===== config.mk =====
export PLATFORM = sky130hd
export DESIGN_NAME = ciu_cpu_if
export DESIGN_NICKNAME = d
export VERILOG_FILES = /design/src/rtl/ciu_pkg.sv /design/src/rtl/ciu_src_cond.sv /design/src/rtl/ciu_find_first.sv /design/src/rtl/ciu_ipi_gen.sv /design/src/rtl/ciu_cpu_if.sv
export SDC_FILE = /design/constraint.sdc
export NUM_CORES = 1
export LEC_CHECK = 0
export BUFFER_PORTS_ARGS = -buffer_cell sky130_fd_sc_hd__buf_2
export CAP_MARGIN = 10
export CORE_MARGIN = 4
export CORE_UTILIZATION = 51
export CTS_CLUSTER_DIAMETER = 120
export DETAILED_ROUTE_END_ITERATION = 7
export PLACE_DENSITY = 0.71
export SYNTH_ARGS = -nofsm -noshare
export SYNTH_HDL_FRONTEND = slang
export SYNTH_SLANG_ARGS = --single-unit

===== constraint.sdc =====
create_clock -name clk -period 2.75 [get_ports clk]
set_clock_uncertainty 0.1 [all_clocks]
set_input_delay 0.1375 -clock clk [delete_from_list [all_inputs] [get_ports clk]]
set_output_delay 0.1375 -clock clk [all_outputs]
set_load 0.05 [all_outputs]

===== src/rtl/ciu_pkg.sv =====
package ciu_pkg;

   localparam int REG_W  = 32;
   localparam int PRIV_N = 32;
   localparam int SGI_N  = 16;
   localparam int AW     = 4;

   localparam logic [AW-1:0] A_CTRL    = 4'd0;
   localparam logic [AW-1:0] A_TRIG_LO = 4'd1;
   localparam logic [AW-1:0] A_TRIG_HI = 4'd2;
   localparam logic [AW-1:0] A_EN_SET  = 4'd4;
   localparam logic [AW-1:0] A_EN_CLR  = 4'd5;
   localparam logic [AW-1:0] A_READY   = 4'd6;
   localparam logic [AW-1:0] A_DONE    = 4'd7;
   localparam logic [AW-1:0] A_SIGNAL  = 4'd8;

   typedef enum logic [1:0] {
      TRG_LVL_HI = 2'd0,
      TRG_LVL_LO = 2'd1,
      TRG_RISE   = 2'd2,
      TRG_FALL   = 2'd3
   } trig_e;

endpackage


===== src/rtl/ciu_src_cond.sv =====
module ciu_src_cond
   import ciu_pkg::*;
#(
   parameter int N       = 32,
   parameter int SW_N    = 16,
   parameter int SW_ID_W = 4
) (
   input  logic               clk,
   input  logic               rst_n,
   input  logic [N-1:0]       line_i,
   input  logic [2*N-1:0]     trig_i,
   input  logic               sgi_vld_i,
   input  logic [SW_ID_W-1:0] sgi_id_i,
   input  logic [N-1:0]       ack_i,
   output logic [N-1:0]       pend_o
);

   if (SW_N > N) begin : g_bad_sw
      $error("software IDs exceed private range");
   end
   if ((1 << SW_ID_W) < SW_N) begin : g_bad_sw_w
      $error("software ID field too narrow");
   end

   for (genvar g = 0; g < N; g++) begin : g_src
      trig_e code;
      logic  prev_q;
      logic  lat_q;
      logic  edge_hit;
      logic  sw_hit;
      logic  lvl_hit;

      assign code = trig_e'(trig_i[2*g +: 2]);

      if (g < SW_N) begin : g_sw
         assign sw_hit = sgi_vld_i && (sgi_id_i == SW_ID_W'(g));
      end else begin : g_nosw
         assign sw_hit = 1'b0;
      end

      assign edge_hit = ((code == TRG_RISE) &&  line_i[g] && !prev_q) ||
                        ((code == TRG_FALL) && !line_i[g] &&  prev_q);
      assign lvl_hit  = ((code == TRG_LVL_HI) &&  line_i[g]) ||
                        ((code == TRG_LVL_LO) && !line_i[g]);

      always_ff @(posedge clk) begin
         if (!rst_n) begin
            prev_q <= 1'b0;
            lat_q  <= 1'b0;
         end else begin
            prev_q <= line_i[g];
            if (edge_hit || sw_hit) lat_q <= 1'b1;
            else if (ack_i[g])      lat_q <= 1'b0;
         end
      end

      assign pend_o[g] = lvl_hit | lat_q;

      AST_RISE_LATCHED: assert property (@(posedge clk) disable iff (!rst_n)
         (code == TRG_RISE && $rose(line_i[g])) |=> pend_o[g]);
   end

endmodule


===== src/rtl/ciu_find_first.sv =====
module ciu_find_first #(
   parameter int N  = 64,
   parameter int IW = $clog2(N)
) (
   input  logic [N-1:0]  vec_i,
   output logic          found_o,
   output logic [IW-1:0] idx_o
);

   if (N < 2) begin : g_bad_n
      $error("search width too small");
   end

   always_comb begin
      found_o = 1'b0;
      idx_o   = '0;
      for (int i = N - 1; i >= 0; i--) begin
         if (vec_i[i]) begin
            found_o = 1'b1;
            idx_o   = IW'(i);
         end
      end
   end

   always_comb begin
      if (found_o) begin
         AST_LOWEST_WINS: assert ((vec_i & ((N'(1) << idx_o) - N'(1))) == '0);
      end
   end

endmodule


===== src/rtl/ciu_ipi_gen.sv =====
module ciu_ipi_gen #(
   parameter int NUM_CPU = 4,
   parameter int ID_BITS = 4
) (
   input  logic               clk,
   input  logic               rst_n,
   input  logic               fire_i,
   input  logic [NUM_CPU-1:0] mask_i,
   input  logic [ID_BITS-1:0] id_i,
   output logic [NUM_CPU-1:0] ipi_o,
   output logic [ID_BITS-1:0] ipi_id_o
);

   always_ff @(posedge clk) begin
      if (!rst_n) begin
         ipi_o    <= '0;
         ipi_id_o <= '0;
      end else begin
         ipi_o <= fire_i ? mask_i : '0;
         if (fire_i) ipi_id_o <= id_i;
      end
   end

   AST_IPI_FROM_WRITE: assert property (@(posedge clk) disable iff (!rst_n)
      (ipi_o != '0) |-> $past(fire_i));

   AST_IPI_ID_HOLDS: assert property (@(posedge clk) disable iff (!rst_n)
      !fire_i |=> $stable(ipi_id_o));

endmodule


===== src/rtl/ciu_cpu_if.sv =====
module ciu_cpu_if
   import ciu_pkg::*;
#(
   parameter int NUM_SHARED = 32,
   parameter int NUM_CPU    = 4,
   parameter int ID_W       = 10
) (
   input  logic                  clk,
   input  logic                  rst_n,
   input  logic                  wr_en,
   input  logic                  rd_en,
   input  logic [AW-1:0]         addr,
   input  logic [REG_W-1:0]      wdata,
   output logic [REG_W-1:0]      rdata,
   input  logic [PRIV_N-1:0]     priv_i,
   input  logic [NUM_SHARED-1:0] shared_i,
   input  logic                  sgi_i,
   input  logic [3:0]            sgi_id_i,
   output logic                  irq_o,
   output logic [NUM_CPU-1:0]    ipi_o,
   output logic [3:0]            ipi_id_o
);

   localparam int NUM_IRQ = PRIV_N + NUM_SHARED;
   localparam int IW      = $clog2(NUM_IRQ);
   localparam logic [ID_W-1:0] NONE_ID = '1;

   if (NUM_CPU < 1 || NUM_CPU > 8) begin : g_bad_cpu
      $error("target mask field holds 1 to 8 processors");
   end
   if (NUM_SHARED < 1) begin : g_bad_shared
      $error("at least one shared source required");
   end
   if ((64'd1 << ID_W) <= 64'(NUM_IRQ) || ID_W > 16) begin : g_bad_idw
      $error("ID field must leave the all-ones code free");
   end

   logic                  ctrl_en_q;
   logic [2*PRIV_N-1:0]   trig_q;
   logic [NUM_IRQ-1:0]    en_q;
   logic [NUM_IRQ-1:0]    act_q;
   logic [REG_W-1:0]      rdata_q;

   logic [ID_W-1:0]       wr_id;
   logic [IW-1:0]         wr_idx;
   logic                  id_ok;
   logic [NUM_IRQ-1:0]    id_oh;
   logic [PRIV_N-1:0]     priv_pend;
   logic [NUM_IRQ-1:0]    pend;
   logic [NUM_IRQ-1:0]    elig;
   logic                  win_found;
   logic [IW-1:0]         win_idx;
   logic                  take;
   logic [NUM_IRQ-1:0]    take_oh;
   logic                  wr_set, wr_clr, wr_done, wr_sig;

   assign wr_id   = wdata[ID_W-1:0];
   assign wr_idx  = wr_id[IW-1:0];
   assign id_ok   = (wr_id < ID_W'(NUM_IRQ));
   assign id_oh   = id_ok ? (NUM_IRQ'(1) << wr_idx) : '0;

   assign wr_set  = wr_en && (addr == A_EN_SET);
   assign wr_clr  = wr_en && (addr == A_EN_CLR);
   assign wr_done = wr_en && (addr == A_DONE);
   assign wr_sig  = wr_en && (addr == A_SIGNAL);

   assign take    = rd_en && (addr == A_READY);
   assign take_oh = (take && win_found) ? (NUM_IRQ'(1) << win_idx) : '0;

   ciu_src_cond #(
      .N       (PRIV_N),
      .SW_N    (SGI_N),
      .SW_ID_W (4)
   ) i_src (
      .clk       (clk),
      .rst_n     (rst_n),
      .line_i    (priv_i),
      .trig_i    (trig_q),
      .sgi_vld_i (sgi_i),
      .sgi_id_i  (sgi_id_i),
      .ack_i     (take_oh[PRIV_N-1:0]),
      .pend_o    (priv_pend)
   );

   assign pend = {shared_i, priv_pend};
   assign elig = pend & en_q & ~act_q;

   ciu_find_first #(
      .N  (NUM_IRQ),
      .IW (IW)
   ) i_pick (
      .vec_i   (elig),
      .found_o (win_found),
      .idx_o   (win_idx)
   );

   ciu_ipi_gen #(
      .NUM_CPU (NUM_CPU),
      .ID_BITS (4)
   ) i_ipi (
      .clk      (clk),
      .rst_n    (rst_n),
      .fire_i   (wr_sig),
      .mask_i   (wdata[8 +: NUM_CPU]),
      .id_i     (wdata[3:0]),
      .ipi_o    (ipi_o),
      .ipi_id_o (ipi_id_o)
   );

   always_ff @(posedge clk) begin
      if (!rst_n) begin
         ctrl_en_q <= 1'b0;
         trig_q    <= '0;
         en_q      <= '0;
         act_q     <= '0;
      end else begin
         if (wr_en && addr == A_CTRL)    ctrl_en_q <= wdata[0];
         if (wr_en && addr == A_TRIG_LO) trig_q[REG_W-1:0] <= wdata;
         if (wr_en && addr == A_TRIG_HI) trig_q[2*REG_W-1:REG_W] <= wdata;
         en_q  <= (en_q | (wr_set ? id_oh : '0)) & ~(wr_clr ? id_oh : '0);
         act_q <= (act_q & ~(wr_done ? id_oh : '0)) | take_oh;
      end
   end

   always_ff @(posedge clk) begin
      if (!rst_n) begin
         rdata_q <= '0;
      end else if (rd_en) begin
         unique case (addr)
            A_CTRL:    rdata_q <= {{(REG_W-1){1'b0}}, ctrl_en_q};
            A_TRIG_LO: rdata_q <= trig_q[REG_W-1:0];
            A_TRIG_HI: rdata_q <= trig_q[2*REG_W-1:REG_W];
            A_READY:   rdata_q <= REG_W'(win_found ? ID_W'(win_idx) : NONE_ID);
            default:   rdata_q <= '0;
         endcase
      end
   end

   assign rdata = rdata_q;
   assign irq_o = ctrl_en_q && (elig != '0);

   AST_ENSET_TAKES: assert property (@(posedge clk) disable iff (!rst_n)
      (wr_set && id_ok) |=> en_q[$past(wr_idx)]);

   AST_ENCLR_TAKES: assert property (@(posedge clk) disable iff (!rst_n)
      (wr_clr && id_ok) |=> !en_q[$past(wr_idx)]);

   AST_TAKE_MARKS_ACTIVE: assert property (@(posedge clk) disable iff (!rst_n)
      (take && win_found) |=> act_q[$past(win_idx)]);

   AST_EMPTY_READS_ONES: assert property (@(posedge clk) disable iff (!rst_n)
      (take && !win_found) |=> (rdata == REG_W'(NONE_ID)));

   AST_DONE_RELEASES: assert property (@(posedge clk) disable iff (!rst_n)
      (wr_done && id_ok && !(take && win_found && win_idx == wr_idx))
      |=> !act_q[$past(wr_idx)]);

   AST_OFF_IS_QUIET: assert property (@(posedge clk) disable iff (!rst_n)
      (wr_en && addr == A_CTRL && !wdata[0]) |=> !irq_o);

endmodule


==> summary by stage <==
Status
The run finished, with violations left. The checks that failed: setup timing.

Clock network
After clock tree synthesis, the clock-pin slew on the worst setup and hold paths is 60 ps. The H-tree was split into 2 levels. Clock latency on the worst-skew pair, taken at its later pin, is 520 ps. TritonCTS built the clock tree. The clock sink total is 297. The maximum count of clock buffers along a single path is 3. In this run the clock root is driven by a sky130_fd_sc_hd__clkbuf_16. The number of clock buffers inserted by TritonCTS is 34.

Setup path
Grouping stages by cell kind, the critical path spends the most delay in compound AO/OA/AOI/OAI gates. The arrival time reported for the critical path endpoint is 3330 ps. The data required time at the worst endpoint is 3060 ps. The startpoint kind of the worst setup timing path is a flip-flop. The library cell appearing most often on the critical path is sky130_fd_sc_hd__buf_6. Counting both buffers and inverters, the worst setup path holds a total of 4. For this design, the slowest cell found on the critical path is sky130_fd_sc_hd__dfxtp_1.

The largest single stage delay on the critical path is around 350 ps. The start-to-end type of the worst setup path is flip-flop to flip-flop. The number of cells on the worst reg-to-reg path is 13. The path length in cells of the critical path is 13. In this run the worst path has a maximum fanout of 4. The type of destination of the critical path is a flip-flop. The critical path goes through nand3b_1 > o21ai_0 > nor4_4 > o21ai_4 > o211ai_1 > a2bb2oi_4 > buf_6 > buf_6 > a21o_4 > buf_6 > buf_6 > o31a_1 > o21a_1.

Floorplan
The die boundary height is 178 µm. Once the floorplan was initialized, standard cells occupied 52.4% of the core. The overall die area is about 32000 µm². In this run the horizontal extent of the chip is 178 µm. The area of the core region is 28200 µm². The I/O pin total is 150.

Row generation in the floorplan step produced 61 rows.

Timing
The count of final hold-check violations is 0. The slack of the critical path is -273 ps. The worst path uses 110% of the clock period. The maximum achievable frequency is 0.331 GHz.

The max-slew headroom at the worst pin is 46.8%. The worst path in the final design needs a cycle of 3020 ps, including I/O delays and setup. The transition at the pin with the smallest max-transition slack is 797 ps.

For the final routed database, the setup TNS stands at -9660 ps. Setup repair after global routing could not meet its margin everywhere. The max-slew violation count came to 0. The number of failing setup endpoints in the final timing report is 92.

Yosys
Synthesis inferred 297 register bits. After synthesis, the mean cell area works out to 8.07 µm². The most frequent cell after synthesis is sky130_fd_sc_hd__dfxtp_1. In the synthesized netlist, the cells that appear most often are sky130_fd_sc_hd__dfxtp_1 (297), sky130_fd_sc_hd__nand2_1 (274), sky130_fd_sc_hd__o21ai_0 (151). Counting distinct cell types in the post-synthesis netlist gives 77. The synthesis warning total is 0. Of the post-synthesis cell area, the dominant cell type holds between 40% and 50%. After synthesis, the cell types taking the most area are sky130_fd_sc_hd__dfxtp_1 (40%), sky130_fd_sc_hd__nand2_1 (7.0%), sky130_fd_sc_hd__o21ai_0 (5.1%). The flip-flop cell with the highest count after synthesis is sky130_fd_sc_hd__dfxtp_1. The synthesized design spends more area on one cell type than any other, namely sky130_fd_sc_hd__dfxtp_1.

The mapped netlist covers between 10000 and 15000 µm². The number of nets in the synthesized netlist is 1936. The post-synthesis instance total is 1827.

The sequential share of the synthesized area is between 40% and 50%. For this run, asynchronously set or reset flops after synthesis account for 0%. Counting flops with a built-in enable in the synthesized netlist gives 0.

Place
The HPWL after detailed placement is between 40000 and 50000 µm. Before CTS, the worst setup slack after placement is -425 ps. The count of port buffers added during placement is 149.

The total cell area at the placement stage is 17800 µm². At the end of routability-driven placement, the weighted congestion stood at 0.984. After detailed placement, the design holds a cell count of around 2500.

Power
The portion of total power attributed to sequential cells is 45.5%. The internal power component is 0.00735 W. The reported leakage power is 8.67 nW. The share of total power dissipated in the clock network is between 40% and 50%. The ratio of total power to cell area is ~440 nW/µm².

Summed over all nets, the switching power comes to 0.00228 W. Combinational logic is responsible for about 7.6% of the overall power. The peak ir drop on the vdd network is ~0.00044 V.

Net switching is 23.7% of the power.

Final layout
The fraction of layout instances using a drive strength above 1 is 33.1%. The finished layout holds 2707 standard cells, fillers aside. At the end of the flow, the number of nets in the layout was 2417.

Compared with the post-synthesis result, the final layout area differs by 47.4%. The total non-filler cell area in the finished layout is 21700 µm².

Hold path
The worst min-delay path class is input port to flip-flop. The worst hold path was traced through 5 stages.

GRT
The via count of the first global-routing pass was 16200. Entering global routing, the biggest net connects 108 pins. The initial antenna violation count is 1. The first global-routing pass estimated approximately 90000 µm of wire.

Global routing finished with a remaining overflow of 0. Global routing used 36.2% of the available tracks.

Detailed routing
The number of nets still failing antenna checks after routing is 0. After detailed routing, the number of vias per cell comes to 6.20. For this block, the via count after detailed routing is 16800. The detailed-route wire length is 61000 µm.

The wire length per cell after detailed routing is roughly 23 µm. The detailed-routing iteration count for the pre-antenna-repair pass is 6. The count of unresolved DRC violations after routing is 0.

The number of DRC markers in iteration 0 is approximately 1900.

Flow run
Across the run, the number of max-cap violations was 0.
-- placed cells by master (no fill, tap or decap), types with 10 or more instances in the layout --
master                            n
sky130_fd_sc_hd__a21boi_0        71
sky130_fd_sc_hd__a21boi_1        20
sky130_fd_sc_hd__a21boi_2        16
sky130_fd_sc_hd__a21oi_1         65
sky130_fd_sc_hd__a22oi_1         31
sky130_fd_sc_hd__a31oi_1         47
sky130_fd_sc_hd__and2_1          43
sky130_fd_sc_hd__and3_1          12
sky130_fd_sc_hd__and3b_1         23
sky130_fd_sc_hd__buf_12          12
sky130_fd_sc_hd__buf_2          147
sky130_fd_sc_hd__buf_4          268
sky130_fd_sc_hd__buf_6           52
sky130_fd_sc_hd__clkbuf_16       35
sky130_fd_sc_hd__dfxtp_1        275
sky130_fd_sc_hd__dfxtp_2         19
sky130_fd_sc_hd__dlygate4sd3_1   73
sky130_fd_sc_hd__inv_1           30
sky130_fd_sc_hd__nand2_1        255
sky130_fd_sc_hd__nand2_4         12
sky130_fd_sc_hd__nand2b_1        17
sky130_fd_sc_hd__nand3_1         19
sky130_fd_sc_hd__nand3b_1        42
sky130_fd_sc_hd__nand4_1         11
sky130_fd_sc_hd__nor2_1         145
sky130_fd_sc_hd__nor2b_1         49
sky130_fd_sc_hd__nor3_1          14
sky130_fd_sc_hd__nor3b_1         21
sky130_fd_sc_hd__o211ai_1        18
sky130_fd_sc_hd__o21a_1          23
sky130_fd_sc_hd__o21ai_0        115
sky130_fd_sc_hd__o21ai_1         19
sky130_fd_sc_hd__o21ai_2         17
sky130_fd_sc_hd__o311ai_0        22
sky130_fd_sc_hd__o31ai_1         29
sky130_fd_sc_hd__o41ai_2         12
sky130_fd_sc_hd__xnor2_1         10
-- tightest hold or removal path, stage by stage --
cell and delay (ps):
sky130_fd_sc_hd__buf_2 120, sky130_fd_sc_hd__nand2_1 50, sky130_fd_sc_hd__o21ai_0 60, sky130_fd_sc_hd__and3_1 150
sky130_fd_sc_hd__a31o_1 90
-- cells by family (layout without fill, tap and decap cells) --
family / after synthesis / after routing / share of synthesized area [%]
other: 0 / 1 / 0
multiplexers: 1 / 1 / 0.0679
XOR/XNOR: 32 / 32 / 1.90
AO/OA/AOI/OAI: 601 / 601 / 28.0
buffers and inverters: 145 / 646 / 3.89
AND/OR/NAND/NOR: 751 / 751 / 25.8
flip-flops: 297 / 297 / 40.3
-- registers in the layout, indices dropped and copies added, names as in the netlist --
register and cells:
act_q 64, en_q 64, trig_q 64, i_src.g_src.lat_q 32
i_src.g_src.prev_q 32, rdata 32, i_ipi.ipi_id_o 4, i_ipi.ipi_o 4
ctrl_en_q 1
-- routing by layer --
metal / vias up / track usage [%] / wire length [µm]
met5: - / 0 / 0
met4: 0 / 17.8 / 3700
met3: 248 / 5.64 / 5040
met2: 993 / 59.9 / 28600
met1: 7991 / 46.1 / 23600
li1: 7557 / - / -
-- worst paths after layout --
check	startpoint	to	slack, ps
setup reg to reg	en_q[32]$_SDFF_PN0_	i_src.g_src[17].lat_q$_SDFFE_PN0P_	-270
hold reg to reg	en_q[41]$_SDFF_PN0_	en_q[41]$_SDFF_PN0_	360
hold / removal	priv_i[18]	i_src.g_src[18].lat_q$_SDFFE_PN0P_	20
setup / recovery	en_q[32]$_SDFF_PN0_	i_src.g_src[17].lat_q$_SDFFE_PN0P_	-270
-- power groups by stage --
stage               combinational (W)  clock (W)  sequential (W)
global route                 0.000770    0.00472         0.00438
floorplan                    0.000283          0         0.00448
global placement             0.000581          0         0.00447
finish                       0.000729    0.00452         0.00438
detailed placement           0.000590          0         0.00447
CTS                          0.000687    0.00454         0.00438
-- per-stage QoR --
step	total power, W	hold WS (ps)	util (%)
3_3_place_gp	0.00505	292	63.2
6_report	0.00963	16.6	77.2
4_1_cts	0.00960	1.02	73.9
3_5_place_dp	0.00506	298	63.2
2_1_floorplan	0.00476	159	-
5_1_grt	0.00987	20.7	77.2
-- cell type report --
cell class	count	area, µm²
inverter	32	120
sequential	297	5980
timing repair buffer	558	4390
clock inverter	10	104
clock buffer	46	987
tap	378	473
multi-input combinational	1385	9680
fill	1911	6430
antenna	1	2.50
-- repair_timing --
item,in CTS,in global routing
hold buffers,73,0
buffers inserted,36,26
pin swaps,121,96
resized for setup,255,155
hold endpoints to repair,125,0
setup endpoints to repair,107,107
No activity file was read; power rests on OpenSTA's default activity.
